### src/rtl/ecn_qadmit_pkg.sv
package ecn_qadmit_pkg;

  typedef enum logic [1:0] {
    VERDICT_PASS       = 2'b00,
    VERDICT_MARK       = 2'b01,
    VERDICT_CLASS_DROP = 2'b10,
    VERDICT_POOL_DROP  = 2'b11
  } verdict_e;

  typedef enum logic [1:0] {
    CFG_MARK_LVL  = 2'd0,
    CFG_CLASS_LIM = 2'd1,
    CFG_POOL_LIM  = 2'd2,
    CFG_UNUSED    = 2'd3
  } cfg_sel_e;

endpackage

### src/rtl/ecn_qadmit_cfg.sv
module ecn_qadmit_cfg
  import ecn_qadmit_pkg::*;
#(
  parameter int NCLS    = 4,
  parameter int DEPTH_W = 14,
  localparam int CLS_W  = (NCLS > 1) ? $clog2(NCLS) : 1
) (
  input  logic               clk,
  input  logic               rst_n,
  input  logic               wr_en,
  input  logic [1:0]         wr_sel,
  input  logic [CLS_W-1:0]   wr_cls,
  input  logic [DEPTH_W-1:0] wr_data,
  output logic [DEPTH_W-1:0] mark_lvl [NCLS],
  output logic [DEPTH_W-1:0] class_lim [NCLS],
  output logic [DEPTH_W-1:0] pool_lim
);

  logic pool_we;
  assign pool_we = wr_en && (cfg_sel_e'(wr_sel) == CFG_POOL_LIM);

  always_ff @(posedge clk or negedge rst_n) begin
    if (!rst_n) begin
      pool_lim <= '1;
    end else if (pool_we) begin
      pool_lim <= wr_data;
    end
  end

  for (genvar g = 0; g < NCLS; g++) begin : g_cls
    logic mark_we;
    logic lim_we;

    assign mark_we = wr_en && (wr_cls == CLS_W'(g)) &&
                     (cfg_sel_e'(wr_sel) == CFG_MARK_LVL);
    assign lim_we  = wr_en && (wr_cls == CLS_W'(g)) &&
                     (cfg_sel_e'(wr_sel) == CFG_CLASS_LIM);

    always_ff @(posedge clk or negedge rst_n) begin
      if (!rst_n) begin
        mark_lvl[g] <= '1;
      end else if (mark_we) begin
        mark_lvl[g] <= wr_data;
      end
    end

    always_ff @(posedge clk or negedge rst_n) begin
      if (!rst_n) begin
        class_lim[g] <= '1;
      end else if (lim_we) begin
        class_lim[g] <= wr_data;
      end
    end
  end

endmodule

### src/rtl/ecn_qadmit_lane.sv
module ecn_qadmit_lane #(
  parameter int DEPTH_W = 14,
  parameter int LEN_W   = 10,
  parameter int CNT_W   = 16
) (
  input  logic               clk,
  input  logic               rst_n,
  input  logic               deq_hit,
  input  logic [LEN_W-1:0]   deq_len,
  input  logic               add_en,
  input  logic [LEN_W-1:0]   add_len,
  input  logic               mark_inc,
  input  logic               drop_inc,
  input  logic               clr,
  output logic [DEPTH_W-1:0] eff_depth,
  output logic [DEPTH_W-1:0] freed,
  output logic [DEPTH_W-1:0] depth,
  output logic [DEPTH_W-1:0] hiwm,
  output logic [CNT_W-1:0]   marks,
  output logic [CNT_W-1:0]   drops
);

  localparam int PAD_W = DEPTH_W - LEN_W;

  logic [DEPTH_W-1:0] deq_ext, add_ext;
  logic [DEPTH_W-1:0] depth_d, hiwm_d;
  logic [CNT_W-1:0]   mark_base, drop_base, marks_d, drops_d;
  logic               upd_en;

  assign deq_ext = {{PAD_W{1'b0}}, deq_len};
  assign add_ext = {{PAD_W{1'b0}}, add_len};

  always_comb begin
    freed = '0;
    if (deq_hit) begin
      freed = (deq_ext > depth) ? depth : deq_ext;
    end
    eff_depth = depth - freed;
    depth_d   = add_en ? (eff_depth + add_ext) : eff_depth;

    if (clr) begin
      hiwm_d = depth_d;
    end else begin
      hiwm_d = (depth_d > hiwm) ? depth_d : hiwm;
    end

    mark_base = clr ? '0 : marks;
    drop_base = clr ? '0 : drops;
    marks_d   = (mark_inc && (mark_base != '1)) ? mark_base + 1'b1 : mark_base;
    drops_d   = (drop_inc && (drop_base != '1)) ? drop_base + 1'b1 : drop_base;

    upd_en = deq_hit | add_en | mark_inc | drop_inc | clr;
  end

  always_ff @(posedge clk or negedge rst_n) begin
    if (!rst_n) begin
      depth <= '0;
      hiwm  <= '0;
      marks <= '0;
      drops <= '0;
    end else if (upd_en) begin
      depth <= depth_d;
      hiwm  <= hiwm_d;
      marks <= marks_d;
      drops <= drops_d;
    end
  end

endmodule

### src/rtl/ecn_qadmit_judge.sv
module ecn_qadmit_judge
  import ecn_qadmit_pkg::*;
#(
  parameter int DEPTH_W = 14,
  parameter int LEN_W   = 10
) (
  input  logic [DEPTH_W-1:0] eff_depth,
  input  logic [DEPTH_W-1:0] pool_eff,
  input  logic [LEN_W-1:0]   len,
  input  logic               ect,
  input  logic [DEPTH_W-1:0] mark_lvl,
  input  logic [DEPTH_W-1:0] class_lim,
  input  logic [DEPTH_W-1:0] pool_lim,
  output verdict_e           verdict
);

  localparam int SUM_W = DEPTH_W + 1;

  logic [SUM_W-1:0] len_ext, cls_after, pool_after;

  assign len_ext    = {{(SUM_W - LEN_W){1'b0}}, len};
  assign cls_after  = {1'b0, eff_depth} + len_ext;
  assign pool_after = {1'b0, pool_eff} + len_ext;

  always_comb begin
    if (cls_after > {1'b0, class_lim}) begin
      verdict = VERDICT_CLASS_DROP;
    end else if (pool_after > {1'b0, pool_lim}) begin
      verdict = VERDICT_POOL_DROP;
    end else if (ect && (cls_after > {1'b0, mark_lvl})) begin
      verdict = VERDICT_MARK;
    end else begin
      verdict = VERDICT_PASS;
    end
  end

endmodule

### src/rtl/ecn_qadmit.sv
module ecn_qadmit
  import ecn_qadmit_pkg::*;
#(
  parameter int NCLS    = 4,
  parameter int LEN_W   = 10,
  parameter int DEPTH_W = 14,
  parameter int CNT_W   = 16,
  localparam int CLS_W  = (NCLS > 1) ? $clog2(NCLS) : 1
) (
  input  logic               clk,
  input  logic               rst_n,
  input  logic               cfg_we,
  input  logic [1:0]         cfg_sel,
  input  logic [CLS_W-1:0]   cfg_cls,
  input  logic [DEPTH_W-1:0] cfg_data,
  input  logic               enq_valid,
  input  logic [CLS_W-1:0]   enq_cls,
  input  logic [LEN_W-1:0]   enq_len,
  input  logic               enq_ect,
  input  logic               deq_valid,
  input  logic [CLS_W-1:0]   deq_cls,
  input  logic [LEN_W-1:0]   deq_len,
  output logic               dec_valid,
  output logic [1:0]         dec_code,
  output logic [CLS_W-1:0]   dec_cls,
  input  logic [CLS_W-1:0]   stat_cls,
  input  logic               stat_clr,
  output logic [DEPTH_W-1:0] obs_depth,
  output logic [DEPTH_W-1:0] obs_hiwm,
  output logic [CNT_W-1:0]   obs_marks,
  output logic [CNT_W-1:0]   obs_drops
);

  logic [DEPTH_W-1:0] mark_lvl  [NCLS];
  logic [DEPTH_W-1:0] class_lim [NCLS];
  logic [DEPTH_W-1:0] pool_lim;

  logic [DEPTH_W-1:0] eff_depth [NCLS];
  logic [DEPTH_W-1:0] freed     [NCLS];
  logic [DEPTH_W-1:0] depth     [NCLS];
  logic [DEPTH_W-1:0] hiwm      [NCLS];
  logic [CNT_W-1:0]   marks     [NCLS];
  logic [CNT_W-1:0]   drops     [NCLS];

  logic [DEPTH_W-1:0] pool_used, pool_eff, pool_d;
  logic [DEPTH_W-1:0] freed_sel;
  verdict_e           verdict;
  logic               accept;
  logic               pool_en;

  ecn_qadmit_cfg #(
    .NCLS    (NCLS),
    .DEPTH_W (DEPTH_W)
  ) u_cfg (
    .clk       (clk),
    .rst_n     (rst_n),
    .wr_en     (cfg_we),
    .wr_sel    (cfg_sel),
    .wr_cls    (cfg_cls),
    .wr_data   (cfg_data),
    .mark_lvl  (mark_lvl),
    .class_lim (class_lim),
    .pool_lim  (pool_lim)
  );

  for (genvar g = 0; g < NCLS; g++) begin : g_lane
    logic hit_enq;
    assign hit_enq = enq_valid && (enq_cls == CLS_W'(g));

    ecn_qadmit_lane #(
      .DEPTH_W (DEPTH_W),
      .LEN_W   (LEN_W),
      .CNT_W   (CNT_W)
    ) u_lane (
      .clk       (clk),
      .rst_n     (rst_n),
      .deq_hit   (deq_valid && (deq_cls == CLS_W'(g))),
      .deq_len   (deq_len),
      .add_en    (hit_enq && accept),
      .add_len   (enq_len),
      .mark_inc  (hit_enq && (verdict == VERDICT_MARK)),
      .drop_inc  (hit_enq && verdict[1]),
      .clr       (stat_clr && (stat_cls == CLS_W'(g))),
      .eff_depth (eff_depth[g]),
      .freed     (freed[g]),
      .depth     (depth[g]),
      .hiwm      (hiwm[g]),
      .marks     (marks[g]),
      .drops     (drops[g])
    );
  end

  // Only one lane can release per cycle; the pool gives back exactly that.
  assign freed_sel = deq_valid ? freed[deq_cls] : '0;
  assign pool_eff  = pool_used - freed_sel;

  ecn_qadmit_judge #(
    .DEPTH_W (DEPTH_W),
    .LEN_W   (LEN_W)
  ) u_judge (
    .eff_depth (eff_depth[enq_cls]),
    .pool_eff  (pool_eff),
    .len       (enq_len),
    .ect       (enq_ect),
    .mark_lvl  (mark_lvl[enq_cls]),
    .class_lim (class_lim[enq_cls]),
    .pool_lim  (pool_lim),
    .verdict   (verdict)
  );

  assign accept = !verdict[1];

  always_comb begin
    pool_d  = pool_eff;
    if (enq_valid && accept) begin
      pool_d = pool_eff + {{(DEPTH_W - LEN_W){1'b0}}, enq_len};
    end
    pool_en = deq_valid | enq_valid;
  end

  always_ff @(posedge clk or negedge rst_n) begin
    if (!rst_n) begin
      pool_used <= '0;
    end else if (pool_en) begin
      pool_used <= pool_d;
    end
  end

  always_ff @(posedge clk or negedge rst_n) begin
    if (!rst_n) begin
      dec_valid <= 1'b0;
    end else begin
      dec_valid <= enq_valid;
    end
  end

  always_ff @(posedge clk or negedge rst_n) begin
    if (!rst_n) begin
      dec_code <= '0;
      dec_cls  <= '0;
    end else if (enq_valid) begin
      dec_code <= verdict;
      dec_cls  <= enq_cls;
    end
  end

  assign obs_depth = depth[stat_cls];
  assign obs_hiwm  = hiwm[stat_cls];
  assign obs_marks = marks[stat_cls];
  assign obs_drops = drops[stat_cls];

endmodule

### config.mk
export PLATFORM = sky130hd
export DESIGN_NAME = ecn_qadmit
export DESIGN_NICKNAME = d
export VERILOG_FILES = /design/src/rtl/ecn_qadmit_pkg.sv /design/src/rtl/ecn_qadmit_cfg.sv /design/src/rtl/ecn_qadmit_lane.sv /design/src/rtl/ecn_qadmit_judge.sv /design/src/rtl/ecn_qadmit.sv
export SDC_FILE = /design/constraint.sdc
export NUM_CORES = 1
export LEC_CHECK = 0
export BUFFER_PORTS_ARGS = -buffer_cell sky130_fd_sc_hd__buf_2
export CAP_MARGIN = 20
export CORE_MARGIN = 2
export CORE_UTILIZATION = 52
export DETAILED_ROUTE_END_ITERATION = 10
export HOLD_SLACK_MARGIN = 0.06
export PLACE_DENSITY = 0.69
export SLEW_MARGIN = 15
export SYNTH_ARGS = -nofsm -noshare
export SYNTH_HDL_FRONTEND = slang
export SYNTH_SLANG_ARGS = --single-unit
### constraint.sdc
create_clock -name clk -period 21.2 [get_ports clk]
set_input_delay 3.18 -clock clk [delete_from_list [all_inputs] [get_ports clk]]
set_output_delay 3.18 -clock clk [all_outputs]
set_load 0.01 [all_outputs]
==> metrics.md, run 1 <==
| Metric | Value |
|---|---|
| Class of the most critical hold timing path | `flip-flop to flip-flop` |
| Remaining global-route overflow | `0` |
| Number of warnings printed during yosys synthesis | `0` |
| Die Span X | `245 microns` |
| Die footprint | `59800 sq um` |
| Worst slew margin | `21.4%` |
| Highest clock frequency the design can meet | `69.4 MHz` |
| Number of synthesized flops with an enable pin | `0` |
| Cell with the largest stage delay on the worst path | `nor3_2` |
| Area added between synthesis and finish | `9.89%` |
| Post-DR vias/cell | `6.34` |
| Cts-stage hold buffer count | `0` |
| Minimum setup slack in the final design | `6.78 ns` |
| Via count of the first global-routing pass | `24900` |
| P_leak | `14.3 nW` |
| MaxCap Viol Count | `0` |
| Largest stage delay, worst path | `0.81 ns` |
| Filler Cell Count | `4938` |
| Final cycle utilization of the critical path | `68.0%` |
| Async S/R FF share, synth | `100%` |
| Number of placed instances with taps included | `3797` |
| Placeable Area | `57500 sq um` |
| DIE HEIGHT | `245 microns` |
| Min Clock Period, post-route | `14.42 ns` |
| Per-cell routed wire length | `23.5 microns` |
| Number of rows created at floorplan | `88` |
| Post-route non-filler standard cell count | `3881` |
| Root buf cell | `clkbuf_16` |
| Final count of negative-setup-slack endpoints | `0` |
| Diode count | `0` |
| DR DRC count | `0` |
| DRT iter0 DRCs | `2109` |
| Worst path top cell family by delay | `compound AO/OA/AOI/OAI gates` |
| Number of standard cells after synthesis | `2974` |
| Total Neg Setup Slack | `0 ns` |
| Critical path class | `input port to flip-flop` |
| Cell type with the largest total area after synthesis | `dfrtp_1` |
| Number of antenna violations at the first check in global routing | `0` |
| Synth top area cells | `dfrtp_1 22%, ha_1 11%, dfstp_2 11%` |
| Number of resized instances in the post-cts repair step | `0` |
| Transition time at the pin with the least slew margin | `1.15 ns` |
| Portion of synthesized cell area occupied by the leading cell type | `21.5%` |
| Number of buffer and inverter stages on the critical path | `3` |
| Clock skew | `0.0306 ns` |
| Number of buffers created by CTS | `45` |
| Outcome | `completed` |
| Critical Path Start Type | `input port` |
| Max clock buf depth | `3` |
| Largest net degree at the start of global routing | `103` |
| Port bufs | `115` |
| Crit path capture type | `flip-flop` |
| Total wire length after detailed routing | `91100 microns` |
| Number of antenna-violating nets in the routed design | `0` |
| Detailed Place HPWL | `70200 microns` |
| Vias after detailed routing | `24600` |
| Pwr dens | `187 nW/um^2` |
| Final Hold Fails | `0` |
| Clock latency at the later pin of the worst-skew pair | `0.60 ns` |
| CTS sink count | `385` |
| Share of final-layout standard cells stronger than drive strength 1 | `25.5%` |
| Count of cell types in the netlist | `83` |
| Top Ports | `116` |
| RSZ-0062 raised after global routing | `false` |
| Endpoint arrival time on the critical path | `14.89 ns` |
| Global-route usage over all layers | `30.5%` |
| Most numerous cell on the critical path | `ha_1` |
| Number of levels in the clock H-tree | `2` |
| Global-route wire length before repair | `141000 microns` |
| Number of detailed-routing iterations run before antenna repair | `6` |
| Maximum vdd ir drop | `203 uV` |
| Share of the yosys chip area belonging to registers | `32.5%` |
| Starting Density | `52.4%` |
| Clock-pin slew reported for the worst setup and hold paths after clock tree synthesis | `0.06 ns` |
| Routability congestion estimate from global placement | `1.04` |
| Final #Nets | `3415` |
| Post CTS Setup Buffer Count | `0` |
| CP Depth | `46` |
| Synthesized flop and latch total | `385` |
| Cell count of the worst hold path | `2` |
| Max Fanout on Critical Path | `14` |
| Netlist Area Pre-Place | `30100 sq um` |
| Commonest register cell after synthesis | `dfrtp_1` |
| DP Worst Slack | `6.34 ns` |
| Max-slew violations | `0` |
| Post-Syn Area per Cell | `10.1 sq um` |
| CP Data Required Time | `21.67 ns` |
| Cell depth of the worst flop-to-flop path | `41` |
| TritonCTS clock tree | `done` |
[stage by stage]
stage                     hold slack, ns  utilization (%)  power (mW)  cell area (sq um)
after floorplan                    0.455                -        4.07              30100
after global placement             0.471             54.9        5.15              31600
after detailed placement           0.477             54.9        5.29              31600
after CTS                          0.491             57.5        6.12              33000
after global routing               0.524             57.5        6.63              33100
final                              0.487             57.5        6.18              33100
[kinds of logic (layout without fill, tap and decap cells)]
family	Yosys count	after routing	synth area share, %
fa+ha+maj	284	284	12.1
xor+xnor	172	172	5.01
flops	385	385	32.5
mux	446	446	20.1
compound gates	550	550	12.2
simple gates	824	824	14.2
other cells	1	15	0.0125
buf+inv	312	440	3.94
[worst register-to-register path: cells and delay by family (launching register included)]
family,cells,cell delay [ns]
AO/OA/AOI/OAI,18,5.13
AND/OR/NAND/NOR,12,3.46
adder cells (fa/ha/maj),4,1.44
multiplexers,3,0.97
buffers and inverters,2,0.55
flip-flops,1,0.46
XOR/XNOR,2,0.27
[power by group]
group          internal [mW]  switching [mW]
Combinational           1.74            2.45
Sequential             0.979           0.223
Clock                  0.454           0.334
Total                   3.18            3.00
[registers in the layout, indices dropped and copies added, names as in the netlist, 14 cells and up]
| name | flops |
|---|---|
| g_lane.u_lane.marks | 64 |
| u_cfg.class_lim | 56 |
| u_cfg.mark_lvl | 56 |
| u_cfg.pool_lim | 14 |
| g_lane.u_lane.depth | 56 |
| pool_used | 14 |
| g_lane.u_lane.hiwm | 56 |
| g_lane.u_lane.drops | 64 |
[synth_stat cells (all sizes together), types with 10 or more instances]
cell    number
fa          11
and3        37
clkbuf      76
or4         20
inv        205
o21bai      14
mux2       279
nor2b       51
mux2i       69
nor3        45
and2        29
a21oi      142
o211ai      14
or2         34
mux4        98
dfrtp      259
buf         31
xnor2      117
nand3       98
nor3b       12
a21o        48
nor2       135
o21ai      111
a31o        14
nand2      207
o21a        47
and4        10
nor4        22
a31oi       22
dfstp      126
nand3b      14
or3         28
a211oi      25
nand2b      34
nand4       43
o31ai       21
xor2        55
ha         273
[per-layer routing]
metal / up-vias / GRT usage, % / share of wire, %
met2: 969 / 49.4 / 46
met5: - / 0 / 0
met1: 12300 / 40.6 / 42
met3: 204 / 4.94 / 7.5
li1: 11100 / - / -
met4: 0 / 13.1 / 4.7
[path summary, 6_finish.rpt]
check                      slack [ns]                   endpoint                  startpoint
setup / recovery                 6.78   g_lane[3].u_lane.hiwm[2]                  deq_len[1]
hold / removal                   0.49               pool_used[6]                pool_used[6]
setup reg to reg                 8.80   g_lane[3].u_lane.hiwm[2]  g_lane[3].u_lane.depth[13]
hold reg to reg                  0.49               pool_used[6]                pool_used[6]
max in group asynchronous       16.24                dec_code[1]                       rst_n
min in group asynchronous        2.62  g_lane[1].u_lane.drops[7]                       rst_n
[placed cells by master, fill, tap and decap left out, types with 19 or more instances in the layout]
master / n
buf_4: 39
and3_1: 37
mux4_2: 98
xor2_1: 55
and2_1: 29
a21oi_1: 141
a31oi_1: 22
nand2_1: 207
o21a_1: 47
ha_1: 273
or4_1: 19
nand3_1: 97
clkbuf_16: 45
o31ai_1: 21
or3_1: 27
nor2_1: 133
buf_2: 111
dfrtp_1: 259
a21o_1: 48
inv_1: 205
xnor2_1: 117
nor2b_1: 51
nand4_1: 43
mux2_2: 279
or2_2: 34
a211oi_1: 25
nor4_1: 20
dfstp_2: 126
nand2b_1: 34
nor3_1: 42
o21ai_0: 105
mux2i_1: 69
[cell type report]
cell class,instances,area [sq um],area share [%]
timing repair buffer,152,891,2.69
inverter,205,769,2.33
tap,765,957,2.89
clock inverter,17,200,0.605
sequential,385,9790,29.6
multi-input combinational,2291,19200,58.0
clock buffer,66,1260,3.82
No activity file was read; power rests on OpenSTA's default activity.
==> run 2, diff against run 1 <==
--- a/config.mk
+++ b/config.mk
@@ -11,7 +11,7 @@
 export CORE_UTILIZATION = 52
 export DETAILED_ROUTE_END_ITERATION = 10
 export HOLD_SLACK_MARGIN = 0.06
-export PLACE_DENSITY = 0.69
+export PLACE_DENSITY = 0.72
 export SLEW_MARGIN = 15
 export SYNTH_ARGS = -nofsm -noshare
 export SYNTH_HDL_FRONTEND = slang
==> constraint.sdc (replaced) <==
create_clock -name clk -period 11.9 [get_ports clk]
set_input_delay 1.785 -clock clk [delete_from_list [all_inputs] [get_ports clk]]
set_output_delay 1.785 -clock clk [all_outputs]
set_load 0.01 [all_outputs]
==> run 2 against run 1 <==
Clock power grew 84%. Count of clock-buffer cells in the layout grew 2. Die area is the same. Critical path depth grew 6. Worst hold slack gained 0.0082 ns. Highest routed layer is now met5.
==> metrics.md, run 2 (synthesized netlist as in run 1, its figures left out) <==
| Metric | Value |
|---|---|
| Final cycle utilization of the critical path | `95.3%` |
| Outcome | `completed` |
| Finished layout cell area | `34200 sq um (+3.4%)` |
| Per-cell routed wire length | `24.0 microns (+2.3%)` |
| TritonCTS clock tree | `done` |
| Share of final-layout standard cells stronger than drive strength 1 | `29.0% (+3.5 points)` |
| CTS sink count | `385 (unchanged)` |
| Die footprint | `59800 sq um (unchanged)` |
| Pwr dens | `350 nW/um^2 (+87%)` |
| Endpoint arrival time on the critical path | `11.79 ns (-3.10 ns)` |
| Minimum setup slack in the final design | `0.559 ns (-6.22 ns)` |
| MaxCap Viol Count | `0 (unchanged)` |
| Final #Nets | `3536 (+3.5%)` |
| Total wire length after detailed routing | `96000 microns (+5.4%)` |
| Most numerous cell on the critical path | `buf_4` |
| DR DRC count | `0 (unchanged)` |
| DIE HEIGHT | `245 microns (unchanged)` |
| Class of the most critical hold timing path | `flip-flop to flip-flop` |
| Cell with the largest stage delay on the worst path | `mux4_2` |
| Critical path class | `input port to flip-flop` |
| Maximum vdd ir drop | `337 uV (+66%)` |
| Placed cell area | `32500 sq um (+3.0%)` |
| Largest net degree at the start of global routing | `188 (+83%)` |
| Root buf cell | `clkbuf_16` |
| Number of detailed-routing iterations run before antenna repair | `5 (-1)` |
| Critical Path Start Type | `input port` |
| Starting Density | `52.4% (unchanged)` |
| Port bufs | `115 (unchanged)` |
| Clock-pin slew reported for the worst setup and hold paths after clock tree synthesis | `0.06 ns (about the same)` |
| Number of rows created at floorplan | `88 (unchanged)` |
| Final Hold Fails | `0 (unchanged)` |
| Post-route non-filler standard cell count | `4001 (+3.1%)` |
| DRT iter0 DRCs | `2130 (+1.0%)` |
| DP Worst Slack | `-0.900 ns (-7.24 ns)` |
| Transition time at the pin with the least slew margin | `1.03 ns (-0.117 ns)` |
| Number of levels in the clock H-tree | `2 (unchanged)` |
| Final count of negative-setup-slack endpoints | `0 (unchanged)` |
| Die Span X | `245 microns (unchanged)` |
| Number of placed instances with taps included | `3913 (+3.1%)` |
| Vias after detailed routing | `25300 (+2.6%)` |
| Clock skew | `0.0128 ns (-0.0178 ns)` |
| Largest stage delay, worst path | `0.55 ns (-0.26 ns)` |
| Number of antenna violations at the first check in global routing | `2 (+2)` |
| Leading cell types in the layout, fill and taps excluded | `279 x mux2_2, 273 x ha_1, 259 x dfrtp_1` |
| Clock latency at the later pin of the worst-skew pair | `0.58 ns (-0.02 ns)` |
| CP Data Required Time | `12.35 ns (-9.32 ns)` |
| Global-route usage over all layers | `32.1% (+1.5 points)` |
| Biggest regs | `g_lane.u_lane.drops x64, g_lane.u_lane.marks x64` |
| Number of antenna-violating nets in the routed design | `0 (unchanged)` |
| P_leak | `15.0 nW (+4.7%)` |
| Area added between synthesis and finish | `13.7%` |
| Max Fanout on Critical Path | `10 (-4)` |
| Routability congestion estimate from global placement | `1.05 (+1.1%)` |
| Max-slew violations | `0 (unchanged)` |
| Worst slew margin | `31.1% (+9.8 points)` |
| Crit path capture type | `flip-flop` |
| Post-DR vias/cell | `6.31 (-0.46%)` |
| Via count of the first global-routing pass | `25600 (+2.8%)` |
| Min Clock Period, post-route | `11.34 ns` |
| Number of buffers created by CTS | `46 (+2.2%)` |
| Top Ports | `116 (unchanged)` |
| Filler Cell Count | `4802 (-2.8%)` |
| Highest clock frequency the design can meet | `88.2 MHz` |
| Detailed Place HPWL | `73800 microns (+5.1%)` |
| Placeable Area | `57500 sq um (unchanged)` |
| Max clock buf depth | `3 (unchanged)` |
| Leading cell type in the layout, fill and taps excluded | `mux2_2` |
| Cts-stage hold buffer count | `0 (unchanged)` |
| Global-route wire length before repair | `147000 microns (+4.3%)` |
| Remaining global-route overflow | `0 (unchanged)` |
-- run 2: layout make-up --
type                    instances  area [sq um]  share of cell area [%]
diodes                          1          2.50                 0.00732
clock buffers                  68          1410                    4.12
clock inverters                14           139                   0.406
inverters                     205           769                    2.25
multi-input cells            2291         19300                    56.4
flip-flops and latches        385          9790                    28.6
well taps                     765           957                    2.80
repair buffers                272          1850                    5.40
-- run 2: power breakdown --
part           total (mW)  internal (mW)  switching (mW)
Combinational        8.35           3.72            4.64
Clock                1.45          0.862           0.585
Sequential           2.16           1.74           0.413
Total                12.0           6.32            5.63
-- run 2: routing by layer --
metal / up-vias / routed length [microns] / track usage (%) / share of wire, %
met3: 198 / 6310 / 3.88 / 6.6
met2: 938 / 46400 / 54.0 / 48
met4: 2 / 3180 / 11.1 / 3.3
met1: 12800 / 40200 / 42.7 / 42
met5: - / 13 / 0 / 0.014
li1: 11400 / - / - / -
-- run 2: what timing repair did --
action / CTS / global route
pin swaps: 0 / 3
resized for setup: 4 / 22
buffers inserted: 3 / 2
endpoints found under the setup margin: 42 / 56
-- run 2: worst paths after layout --
check,cells after the start,slack (ns),end,from
hold reg to reg,1,0.49,dec_code[0],dec_code[0]
max in group asynchronous,2,9.03,pool_used[3],rst_n
hold / removal,1,0.49,dec_code[0],dec_code[0]
min in group asynchronous,1,1.33,g_lane[0].u_lane.drops[9],rst_n
setup reg to reg,48,1.32,g_lane[1].u_lane.hiwm[7],g_lane[0].u_lane.depth[1]
setup / recovery,52,0.56,g_lane[1].u_lane.hiwm[7],deq_len[7]
-- run 2: worst max-delay path, delay by kind of cell --
kind | cells | cell delay [ns]
AO/OA/AOI/OAI | 22 | 3.94
XOR/XNOR | 2 | 0.30
adder cells (fa/ha/maj) | 6 | 1.95
buffers and inverters | 10 | 1.55
multiplexers | 4 | 1.29
AND/OR/NAND/NOR | 8 | 0.93
-- run 2: through the flow --
stage          hold WS [ns]   TNS (ns)  power, mW  util (%)
6_report              0.495          0       12.0      59.5
5_1_grt               0.521  -0.000909       12.8      59.5
3_5_place_dp          0.480     -36.79       10.2      56.6
2_1_floorplan         0.455          0       7.25         -
3_3_place_gp          0.463     -36.82       9.94      56.6
4_1_cts               0.497          0       11.8      59.3
